==> src/rtl/phy_status_reg.sv <==
module phy_status_reg #(
  parameter int AW = 5,
  parameter logic [AW-1:0] A_STS   = 5'h10,
  parameter logic [AW-1:0] A_RXERR = 5'h15,
  parameter logic [AW-1:0] A_FCS   = 5'h14,
  parameter logic [AW-1:0] A_10BT  = 5'h1A,
  parameter logic [AW-1:0] A_ANER  = 5'h06,
  parameter logic [AW-1:0] A_BMSR  = 5'h01
) (
  input  logic          clk,
  input  logic          rst_n,
  input  logic          rd_en,
  input  logic [AW-1:0] rd_addr,
  output logic [15:0]   rd_data,
  input  logic          mdix_swapped,
  input  logic          rx_err_evt,
  input  logic          false_carrier_evt,
  input  logic          polarity_inv,
  input  logic          raw_sig_det,
  input  logic          descr_lock,
  input  logic          sd_qualify,
  input  logic          page_rcvd,
  input  logic          remote_fault_evt,
  input  logic          jabber,
  input  logic          link_10m
);

  logic rxerr_q, fcs_q, pol_q, page_q, rf_q, sd_q, lock_q;

  wire rd_sts   = rd_en && rd_addr == A_STS;
  wire rd_rxerr = rd_en && rd_addr == A_RXERR;
  wire rd_fcs   = rd_en && rd_addr == A_FCS;
  wire rd_10bt  = rd_en && rd_addr == A_10BT;
  wire rd_aner  = rd_en && rd_addr == A_ANER;
  wire rd_bmsr  = rd_en && rd_addr == A_BMSR;

  wire sd_level = raw_sig_det & (descr_lock | ~sd_qualify);

  wire [15:0] word = {1'b0, mdix_swapped, rxerr_q, pol_q, fcs_q,
                      sd_q & sd_level, lock_q & descr_lock, page_q,
                      1'b0, rf_q, jabber & link_10m, 5'b0};

  always_ff @(posedge clk or negedge rst_n) begin
    if (!rst_n) begin
      rxerr_q <= 1'b0;
      fcs_q   <= 1'b0;
      pol_q   <= 1'b0;
      page_q  <= 1'b0;
      rf_q    <= 1'b0;
      sd_q    <= 1'b1;
      lock_q  <= 1'b1;
      rd_data <= 16'h0;
    end else begin
      rxerr_q <= (rxerr_q & ~rd_rxerr) | rx_err_evt;
      fcs_q   <= (fcs_q   & ~rd_fcs)   | false_carrier_evt;
      pol_q   <= (pol_q   & ~rd_10bt)  | polarity_inv;
      page_q  <= (page_q  & ~rd_aner)  | page_rcvd;
      rf_q    <= (rf_q    & ~rd_bmsr)  | remote_fault_evt;
      sd_q    <= (sd_q   | rd_sts) & sd_level;
      lock_q  <= (lock_q | rd_sts) & descr_lock;
      if (rd_en) rd_data <= rd_sts ? word : 16'h0;
    end
  end

  p_rsvd_zero_r1: assert property (@(posedge clk) disable iff (!rst_n)
    rd_data[15] == 1'b0 && rd_data[7] == 1'b0);

  p_other_addr_zero_r1: assert property (@(posedge clk) disable iff (!rst_n)
    (rd_en && rd_addr != A_STS) |=> rd_data == 16'h0);

  p_mdix_live_r2: assert property (@(posedge clk) disable iff (!rst_n)
    rd_sts |=> rd_data[14] == $past(mdix_swapped));

  p_rxerr_sticky_r3: assert property (@(posedge clk) disable iff (!rst_n)
    (rxerr_q && !rd_rxerr) |=> rxerr_q);

  p_rxerr_clear_r3: assert property (@(posedge clk) disable iff (!rst_n)
    (rd_rxerr && !rx_err_evt) |=> !rxerr_q);

  p_event_wins_r11: assert property (@(posedge clk) disable iff (!rst_n)
    (rd_rxerr && rx_err_evt) |=> rxerr_q);

  p_lock_hold_low_r7: assert property (@(posedge clk) disable iff (!rst_n)
    (!lock_q && !rd_sts) |=> !lock_q);

  p_lock_fall_r7: assert property (@(posedge clk) disable iff (!rst_n)
    !descr_lock |=> !lock_q);

  p_sd_unqualified_r6: assert property (@(posedge clk) disable iff (!rst_n)
    (!sd_qualify && raw_sig_det && sd_q) |=> sd_q);

  p_jabber_r10: assert property (@(posedge clk) disable iff (!rst_n)
    rd_sts |=> rd_data[5] == $past(jabber && link_10m));

endmodule

==> config.mk <==
export PLATFORM = sky130hd
export DESIGN_NAME = phy_status_reg
export DESIGN_NICKNAME = d
export VERILOG_FILES = /design/src/rtl/phy_status_reg.sv
export SDC_FILE = /design/constraint.sdc
export NUM_CORES = 1
export LEC_CHECK = 0
export BUFFER_PORTS_ARGS = -buffer_cell sky130_fd_sc_hd__buf_2
export CORE_UTILIZATION = 45
export DETAILED_ROUTE_END_ITERATION = 10
export PLACE_DENSITY_LB_ADDON = 0.08
export SLEW_MARGIN = 0
export SYNTH_ARGS = -nofsm -noshare
export SYNTH_HDL_FRONTEND = slang
export SYNTH_SLANG_ARGS = --single-unit
==> constraint.sdc <==
create_clock -name clk -period 1.1 [get_ports clk]
set_input_delay 0.165 -clock clk [delete_from_list [all_inputs] [get_ports clk]]
set_output_delay 0.165 -clock clk [all_outputs]
set_load 0.005 [all_outputs]
# == Yosys cells after proc, flatten, opt, wreduce, memory -nomap -nowiden ==
# Index checks and enable logic that the tools add are counted.
# classes
n_eq_ne,6
n_mux,1
bitwise,25
reduce_logical,6
# op_table
op,n
$eq 5x5->1 const B,4
$mux 15,1
$and 1x1->1,11
$or 1x1->1,8
$logic_and 1x1->1,6
$not 1->1,6
$eq 5x1->1 const B,1
$eq 5x3->1 const B,1
# totals
register_bits,23
out_inout_bits,16
wordCells,46

# == Depth between registers and ports, before layout ==
# Gate-level depths: netlist of run 1.
# depth
word_depth,5
ltp_mapped,4
ltp_nobuf,3

# == Least setup slack after synthesis of run 1 ==
# No wires, ideal clock.
# synth_path
kind,input-to-reg
startpoint,input port rd_addr[3]
endpoint,register rd_data[10]
setup_time_ps,66
arrival_time_ps,863
t_required_ps,1034
setup_slack_ps,171
path_stages,4
path_buffers,1
path_cell_list,nor2_1 nor4b_4 buf_6 a32o_2
# synth_between
elab_chain_len,3
# synth_rtl
element,line_no,text
start: declaration,13,"input logic [AW-1:0] rd_addr,"
$eq 5x5->1,30,wire rd_sts = rd_en && rd_addr == A_STS;
$logic_and 1x1->1,30,
$mux 15,61,if (rd_en) rd_data <= rd_sts ? word : 16'h0;
end signal: assignment,61,
end: declaration,14,"output logic [15:0] rd_data,"
# No other way between the ends.
# A chain may end at the register's enable or synchronous reset.

# == Worst setup path after layout of run 1 ==
# layout_path
startpoint,register rd_data[11]
endpoint,output port rd_data[11]
# No word-level cell between the ends.

==> results.yml, run 1 <==
floorplanning:
  dieHeight_um: 42.0
  core_area_um2: 1510
  row_count: 14
  die_area_um2: 1770
  pin_count: 35
  initial_utilization_pct: 47.8
  die_width_um: 42.0
routing:
  wire_per_inst_um: 11.7
  drt_iter0_drc: 1
  drt_wl_total_mm: 1.23
  num_vias: 541
  viasPerCell: 5.15
  antenna_left: 0
  drcViolationCount: 0
  drt_pass1_iterations: 2
sta:
  max_freq_mhz: 1040
  finClkSkew_ps: 3.46
  rsz0062_at_grt: "no"
  slew_viol_final: 0
  finalSetupViolCount: 0
  hold_viol: 0
  layout_min_cycle_time_ps: 958
  period_share_pct: 87.1
  layout_setup_ws_ps: 142
  hold_ws_ps: 65.0
clock_tree:
  cts_root_buffer: "clkbuf_4"
  clk_pin_slew_ps: 90
  cts-buffers-inserted: 3
  clkSinkCount: 16
  post_cts_buffers: 0
  clk_path_buf_depth: 2
  cts_tree: "yes"
  htreeDepth: 1
  clock_latency_ps: 270
  cts.repair.resized: 0
cells_and_area:
  area_growth_pct: 23.4
  insertedDiodeCount: 0
  drive_above_1_share_pct: 44.9
  num-nets-final: 110
  final_area_um2: 890
  final_core_util_pct: 59.1
  nFillCells: 143
  final_cells: 105
worst_setup_path:
  crit_path_max_fanout: 2
  end_kind: "output pin"
  r2r_slack_ps: 360
  crit_chain: "buf_2"
  slowest_stage: "dfrtp_1"
  r2r_start: "sd_q$_DFF_PN1_"
  r2r_cells: 1
  crit_family: "flip-flops"
  critPathMaxStageDelay_ps: 390
  path_buf_inv: 1
  r2r-end: "rd_data[10]$_DFFE_PN0P_"
  worstPathRequired_ps: 940
  critPathLaunchType: "register"
  critPathKind: "reg2out"
  crit_arrival_ps: 790
run:
  max_cap_viol_count: 0
yosys:
  yosysWarnings: 0
  yosysTopAreaCell: "dfrtp_1"
  synth.distinct_cells: 24
  yosys-top-cells-area: "dfrtp_1 (49%), buf_4 (7.3%), dfstp_2 (7.3%)"
  ys_ff_latch: 16
  synth_top_area_share_pct: 48.6
  syn_area_per_cell_um2: 12.6
  ys_seq_area_share_pct: 55.9
  synth_area_um2: 721
  syn_inst: 57
power:
  powerDensity_nw_per_um2: 1120
  p_leak_nw: 0.456
  peakVddDrop_uv: 704
worst_hold_path:
  hold_depth: 2
  worst_hold_path.endpoint: "rf_q$_DFF_PN0_"
  min_from: "remote_fault_evt"
  hold_path_class: "in2reg"
placed_design:
  portBuffers: 27
  dp.final_hpwl_um: 982
  placed_area_um2: 857
  dp_slack_ps: -35.0
  dpl.cell_count: 101
  place_congestion: 0.726
grt:
  grt_first_pass_wirelength_mm: 2.17
  antenna_found_initial: 0
  grt_max_degree: 17
  overflow: 0
  grt_pass1_vias: 521
  grtUsageTotal_pct: 16.0
outcome:
  outcome: "finished, final reports clean"
[worst max-delay path by stage]
stage | startpoint | end | slack (ps) | depth (start not counted)
2_1_floorplan | rd_addr[3] | rd_data[10]$_DFFE_PN0P_ | 170 | 4
3_3_place_gp | rd_addr[3] | rd_data[9]$_DFFE_PN0P_ | -3 | 5
3_5_place_dp | rd_addr[3] | rd_data[9]$_DFFE_PN0P_ | -40 | 5
4_1_cts | rd_data[11]$_DFFE_PN0P_ | rd_data[11] | 130 | 1
5_1_grt | rd_data[9]$_DFFE_PN0P_ | rd_data[9] | 100 | 1
6_report | rd_data[11]$_DFFE_PN0P_ | rd_data[11] | 140 | 1
[state kept, by name, indices dropped and copies added, names as in the netlist]
| name | cells |
|---|---|
| rf_q | 1 |
| fcs_q | 1 |
| page_q | 1 |
| sd_q | 1 |
| rd_data | 9 |
| lock_q | 1 |
| rxerr_q | 1 |
| pol_q | 1 |
[routing by layer]
metal  GRT usage (%)  share of wire (%)  vias up
li1                -                  -      264
met1            22.1                 46      254
met2            25.0                 48       21
met3            2.59                6.4        2
met4            7.50               0.33        0
met5               0                  0        -
[cells by family (layout without fill, tap and decap cells)]
family          count (synthesis)  after routing  share of synthesized area (%)
buf+inv                        10             36                           9.89
other cells                     1              7                          0.520
simple gates                   13             13                           13.2
compound gates                 17             17                           20.5
flops                          16             16                           55.9
[final cells by class]
| class | instances | area (um2) | share of cell area (%) |
|---|---|---|---|
| Timing Repair Buffer | 31 | 168 | 18.8 |
| Tap cell | 16 | 20.0 | 2.25 |
| Clock buffer | 3 | 22.5 | 2.53 |
| Multi-Input combinational cell | 37 | 269 | 30.2 |
| Inverter | 2 | 7.51 | 0.844 |
| Sequential cell | 16 | 403 | 45.3 |
[cells in the final DEF (no fill, tap or decap)]
| cell | n |
|---|---|
| or3_1 | 1 |
| conb_1 | 7 |
| and3_2 | 1 |
| a22o_1 | 6 |
| a21o_1 | 3 |
| clkbuf_4 | 3 |
| dfrtp_1 | 14 |
| nor4b_4 | 1 |
| clkinv_1 | 1 |
| buf_4 | 3 |
| nand2_2 | 1 |
| o41ai_1 | 2 |
| nor2_1 | 1 |
| a32o_1 | 1 |
| nand3b_1 | 1 |
| nand3_1 | 2 |
| nor3b_1 | 1 |
| a32o_2 | 2 |
| nand2b_1 | 3 |
| a21boi_0 | 1 |
| o21a_1 | 2 |
| dfstp_2 | 2 |
| inv_1 | 1 |
| nand2_1 | 1 |
| dlygate4sd3_1 | 1 |
| buf_2 | 27 |
[report_power, final]
group / internal (mW) / switching (mW) / total (mW)
sequential: 0.596 / 0.00403 / 0.600
combinational: 0.0478 / 0.0562 / 0.104
clock: 0.127 / 0.165 / 0.292
total: 0.771 / 0.225 / 0.996
[per-stage QoR]
stage	total power, mW	TNS [ps]
2_1_floorplan	0.665	0
3_3_place_gp	0.712	-3.08
3_5_place_dp	0.714	-86.8
4_1_cts	1.01	0
5_1_grt	1.04	0
6_report	0.996	0
[timing repair]
action,4_1_cts,5_1_grt
endpoints found under the hold margin,14,0
hold buffers,1,0
endpoints found under the setup margin,0,0
[cell usage after synthesis (all sizes together)]
master,count
nand2b,3
inv,1
nand2,2
dfrtp,14
dfstp,2
a21boi,1
and3,1
a21o,3
nor2,1
nor4b,1
a22o,6
o41ai,2
or3,1
nand3,2
a32o,3
nand3b,1
clkinv,1
buf,8
conb,1
nor3b,1
o21a,2
Power figures use the tool's default switching activity.
==> inputs of run 2 (changes only) <==
Settings changed: CORE_MARGIN set to 2, CORE_UTILIZATION 45 to 47.
==> results.yml, run 2 (synthesized netlist as in run 1, its figures left out) <==
grt:
  grt_first_pass_wirelength_mm: 2.15
  overflow: 0
  grtUsageTotal_pct: 15.6
  grt_max_degree: 17
  antenna_found_initial: 0
  grt_pass1_vias: 513
placed_design:
  place_congestion: 0.731
  portBuffers: 27
  placed_area_um2: 865
  dp.final_hpwl_mm: 1.03
sta:
  finalSetupViolCount: 0
  layout_min_cycle_time_ps: 976
  period_share_pct: 88.7
  hold_viol: 0
  rsz0062_at_grt: "no"
  finClkSkew_ps: 1.89
  slew_viol_final: 0
  hold_ws_ps: 59.9
  max_freq_mhz: 1030
  setup_tns_ps: 0
floorplanning:
  core_area_um2: 1470
  row_count: 14
  die_width_um: 43.2
  dieHeight_um: 43.2
  pin_count: 35
  initial_utilization_pct: 49.0
  die_area_um2: 1860
clock_tree:
  cts_root_buffer: "clkbuf_4"
  cts_tree: "yes"
  clk_pin_slew_ps: 90
  cts-buffers-inserted: 3
  clk_path_buf_depth: 2
  post_cts_buffers: 0
  clock_latency_ps: 280
  clkSinkCount: 16
  htreeDepth: 1
power:
  peakVddDrop_uv: 730
  powerDensity_nw_per_um2: 1190
  p_leak_nw: 0.469
worst_setup_path:
  crit_arrival_ps: 810
  critPathLaunchType: "register"
  end_kind: "output pin"
  slowest_stage: "dfrtp_1"
  crit_path_max_fanout: 2
  path_buf_inv: 1
  worstPathRequired_ps: 940
  critPathKind: "reg2out"
  crit_family: "flip-flops"
  crit_chain: "buf_2"
  critPathMaxStageDelay_ps: 400
cells_and_area:
  regMostFlops: "rd_data"
  insertedDiodeCount: 0
  nFillCells: 140
  area_growth_pct: 26.4
  drive_above_1_share_pct: 46.2
  final_common_cell: "buf_2"
  largest_register_ffs: 9
  mostFrequentLayoutCells: "buf_2 (27), dfrtp_1 (14), conb_1 (7)"
  final_area_um2: 911
  num-nets-final: 111
worst_hold_path:
  hold_path_class: "in2reg"
routing:
  drt_pass1_iterations: 2
  drt_wl_total_mm: 1.32
  wire_per_inst_um: 12.3
  drcViolationCount: 0
  viasPerCell: 5.18
  antenna_left: 0
  drt_iter0_drc: 5
  num_vias: 554
outcome:
  outcome: "finished, final reports clean"
run:
  max_cap_viol_count: 0
## run 2: changes by cell type in the layout (fill, tap and decap cells not counted), sizes merged
cell / delta
clkbuf: +1
buf: +1
## run 2: metrics by stage
step	util, %	setup slack [ps]	std cells	power [mW]
2_1_floorplan	-	171	63	0.665
3_3_place_gp	58.8	21.5	102	0.715
3_5_place_dp	58.8	17.7	102	0.716
4_1_cts	61.9	120	107	1.10
5_1_grt	61.9	90.6	107	1.14
6_report	61.9	124	107	1.09
## run 2: path summary, 6_finish.rpt
kind	startpoint	end	slack, ps	cells past startpoint
max in group asynchronous	rst_n	sd_q$_DFF_PN1_	490	2
hold reg to reg	page_q$_DFF_PN0_	page_q$_DFF_PN0_	490	1
setup reg to reg	sd_q$_DFF_PN1_	rd_data[10]$_DFFE_PN0P_	350	1
hold / removal	remote_fault_evt	rf_q$_DFF_PN0_	60	2
setup / recovery	rd_data[11]$_DFFE_PN0P_	rd_data[11]	120	1
min in group asynchronous	rst_n	rd_data[10]$_DFFE_PN0P_	310	2
## run 2: layout make-up
class / instances / area (um2) / share of cell area [%]
sequential: 16 / 403 / 44.2
multi-input combinational: 37 / 269 / 29.5
timing repair buffer: 32 / 175 / 19.2
tap: 16 / 20.0 / 2.20
clock buffer: 4 / 36.3 / 3.98
inverter: 2 / 7.51 / 0.824
## run 2: routing by layer
metal | vias up | GRT usage [%] | part of all wire [%]
met3 | 2 | 2.98 | 7.6
li1 | 265 | - | -
met5 | - | 0 | 0
met4 | 0 | 9.09 | 1.4
met1 | 265 | 20.5 | 45
met2 | 22 | 23.6 | 46
## run 2: power by group
part	total [mW]	internal (mW)	switching, mW
sequential	0.601	0.596	0.00443
combinational	0.106	0.0499	0.0557
clock	0.380	0.201	0.179
## run 2: timing repair
action | in CTS | in global routing
hold endpoints to repair | 14 | 0
hold buffers | 1 | 0
resized for setup | 0 | 0
==> inputs of run 3 (changes only) <==
Settings changed: ABC_AREA set to 1, CORE_UTILIZATION 47 to 48.
==> results.yml, run 3 <==
run:
  max_cap_viol_count: 0
clock_tree:
  clock_latency_ps: 280
  htreeDepth: 1
  cts_tree: "yes"
  cts-buffers-inserted: 3
  clk_pin_slew_ps: 90
  cts.repair.resized: 0
  cts_root_buffer: "clkbuf_4"
  clkSinkCount: 16
  clk_path_buf_depth: 2
  post_cts_buffers: 0
yosys:
  async_flop_share_pct: 100
  synth.area.mux_share_pct: 0
  yosysWarnings: 0
  synth.distinct_cells: 14
  synthXorXnorAreaFrac_pct: 0
  yosys.area_share.simple_pct: 29.8
  synth_edf_count: 0
  synth_common_cells: "nand2_1 (38), dfrtp_1 (14), inv_1 (11)"
  synth_top_family_by_area: "simple AND/OR/NAND/NOR gates"
  synth.most_common_cell: "nand2_1"
  yosys-top-cells-area: "dfrtp_1 (46%), nand2_1 (19%), buf_4 (6.9%)"
  syn_area_per_cell_um2: 7.89
  synthAdderAreaFrac_pct: 0
  synth_top_area_share_pct: 46.3
  ys_seq_area_share_pct: 53.2
  syn_inst: 96
  synth_area_um2: 757
  ys_ff_latch: 16
  synth_ff_type: "dfrtp_1"
  synth_compound_area_share_pct: 2.64
  yosysTopAreaCell: "dfrtp_1"
power:
  switching_share_pct: 23.0
  p_switching_mw: 0.250
  combPwrFrac_pct: 9.8
  seq_power_share_pct: 55.0
  clockPowerShare_pct: 35.2
  power.total_mw: 1.09
  peakVddDrop_uv: 777
  p_leak_nw: 0.557
  internal_power_mw: 0.840
  powerDensity_nw_per_um2: 1170
worst_setup_path:
  crit_arrival_ps: 800
  crit_path_max_fanout: 2
  crit_family: "flip-flops"
  slowest_stage: "dfrtp_1"
  path_buf_inv: 1
  worstPathRequired_ps: 940
  end_kind: "output pin"
  critPathKind: "reg2out"
  crit_chain: "buf_2"
  critPathMaxStageDelay_ps: 390
  critPathLaunchType: "register"
cells_and_area:
  insertedDiodeCount: 0
  area_growth_pct: 22.6
  mostFrequentLayoutCells: "nand2_1 (38), buf_2 (27), dfrtp_1 (14)"
  nFillCells: 148
  regMostFlops: "rd_data"
  regArea_um2: 403
  final_common_cell: "nand2_1"
  largest_register_ffs: 9
  multi_input_area_um2: 272
  drive_above_1_share_pct: 31.5
  num-nets-final: 147
sta:
  setup_tns_ps: 0
  rsz0062_at_grt: "no"
  finalSetupViolCount: 0
  slew_viol_final: 0
  layout_min_cycle_time_ps: 960
  period_share_pct: 87.3
  hold_viol: 0
  finClkSkew_ps: 0.961
  max_freq_mhz: 1040
grt:
  grt_first_pass_wirelength_mm: 2.44
  met2_usage_pct: 25.0
  grt_max_degree: 17
  antenna_found_initial: 0
  grt_pass1_vias: 585
  grtUsageTotal_pct: 17.4
  grt-busiest-layer: "met1"
  overflow: 0
  met3_usage_pct: 3.75
  met1_usage_pct: 25.4
placed_design:
  place_congestion: 0.798
  dp.final_hpwl_mm: 1.03
  portBuffers: 27
routing:
  viasPerCell: 4.33
  drt_wl_total_mm: 1.33
  num_vias: 619
  drcViolationCount: 0
  drt_pass1_iterations: 4
  wire_per_inst_um: 9.31
  antenna_left: 0
  drt_iter0_drc: 10
worst_hold_path:
  hold_path_class: "in2reg"
floorplanning:
  die_area_um2: 1910
  row_count: 14
  core_area_um2: 1490
  die_width_um: 43.7
  pin_count: 35
  initial_utilization_pct: 50.8
  dieHeight_um: 43.7
outcome:
  outcome: "finished, final reports clean"
## run 3: cell types whose count changed in the layout (fill, tap and decap cells not counted), moves of 4 or more
cell	before	now
nand2_1	1	38
inv_1	1	11
a22o_1	6	0
nor2_1	1	6
nand3_1	2	6
buf_4	4	0
## run 3: worst paths after layout
path                                   startpoint                       to  slack (ps)  cells past startpoint
max                        rd_data[6]$_DFFE_PN0P_               rd_data[6]         140                      1
min                                    rx_err_evt        rxerr_q$_DFF_PN0_          60                      3
max reg2reg                        sd_q$_DFF_PN1_  rd_data[10]$_DFFE_PN0P_         280                      4
min reg2reg                        sd_q$_DFF_PN1_           sd_q$_DFF_PN1_         480                      2
max in group asynchronous                   rst_n           sd_q$_DFF_PN1_         470                      2
min in group asynchronous                   rst_n         page_q$_DFF_PN0_         330                      2
## run 3: layout make-up
cell class                      instances  area share, %
Sequential cell                        16           43.4
Inverter                               14           5.66
Multi-Input combinational cell         65           29.2
Tap cell                               16           2.16
Clock buffer                            4           3.91
Timing Repair Buffer                   28           15.6
## run 3: through the flow
stage	hold WS (ps)	instances	setup WS (ps)	util (%)	area [um2]
after detailed placement	96.0	138	182	59.2	882
final	57.1	143	140	62.4	928
after CTS	54.1	143	131	62.4	928
after global placement	91.0	138	195	59.2	882
after global routing	77.9	143	102	62.4	928
after floorplan	-131	102	324	-	779
## run 3: cell families (layout without fill, tap and decap cells)
group,Yosys count,count (layout)
AO/OA/AOI/OAI,4,4
buffers and inverters,21,46
flip-flops,16,16
other,1,7
AND/OR/NAND/NOR,54,54
## run 3: what timing repair did
item | CTS | global route
endpoints found under the setup margin | 0 | 0
hold buffers | 1 | 0
endpoints found under the hold margin | 14 | 0
## run 3: routing by layer
metal / vias up / wire length [um]
met5: - / 0
met4: 0 / 26
met3: 5 / 78
met2: 19 / 627
met1: 262 / 598
li1: 333 / -
## run 3: power groups by stage
stage          Combinational, mW  Clock, mW  Sequential, mW
2_1_floorplan             0.0632          0           0.612
3_3_place_gp               0.104          0           0.611
3_5_place_dp               0.105          0           0.611
4_1_cts                    0.109      0.394           0.600
5_1_grt                    0.127      0.412           0.601
6_report                   0.107      0.384           0.600
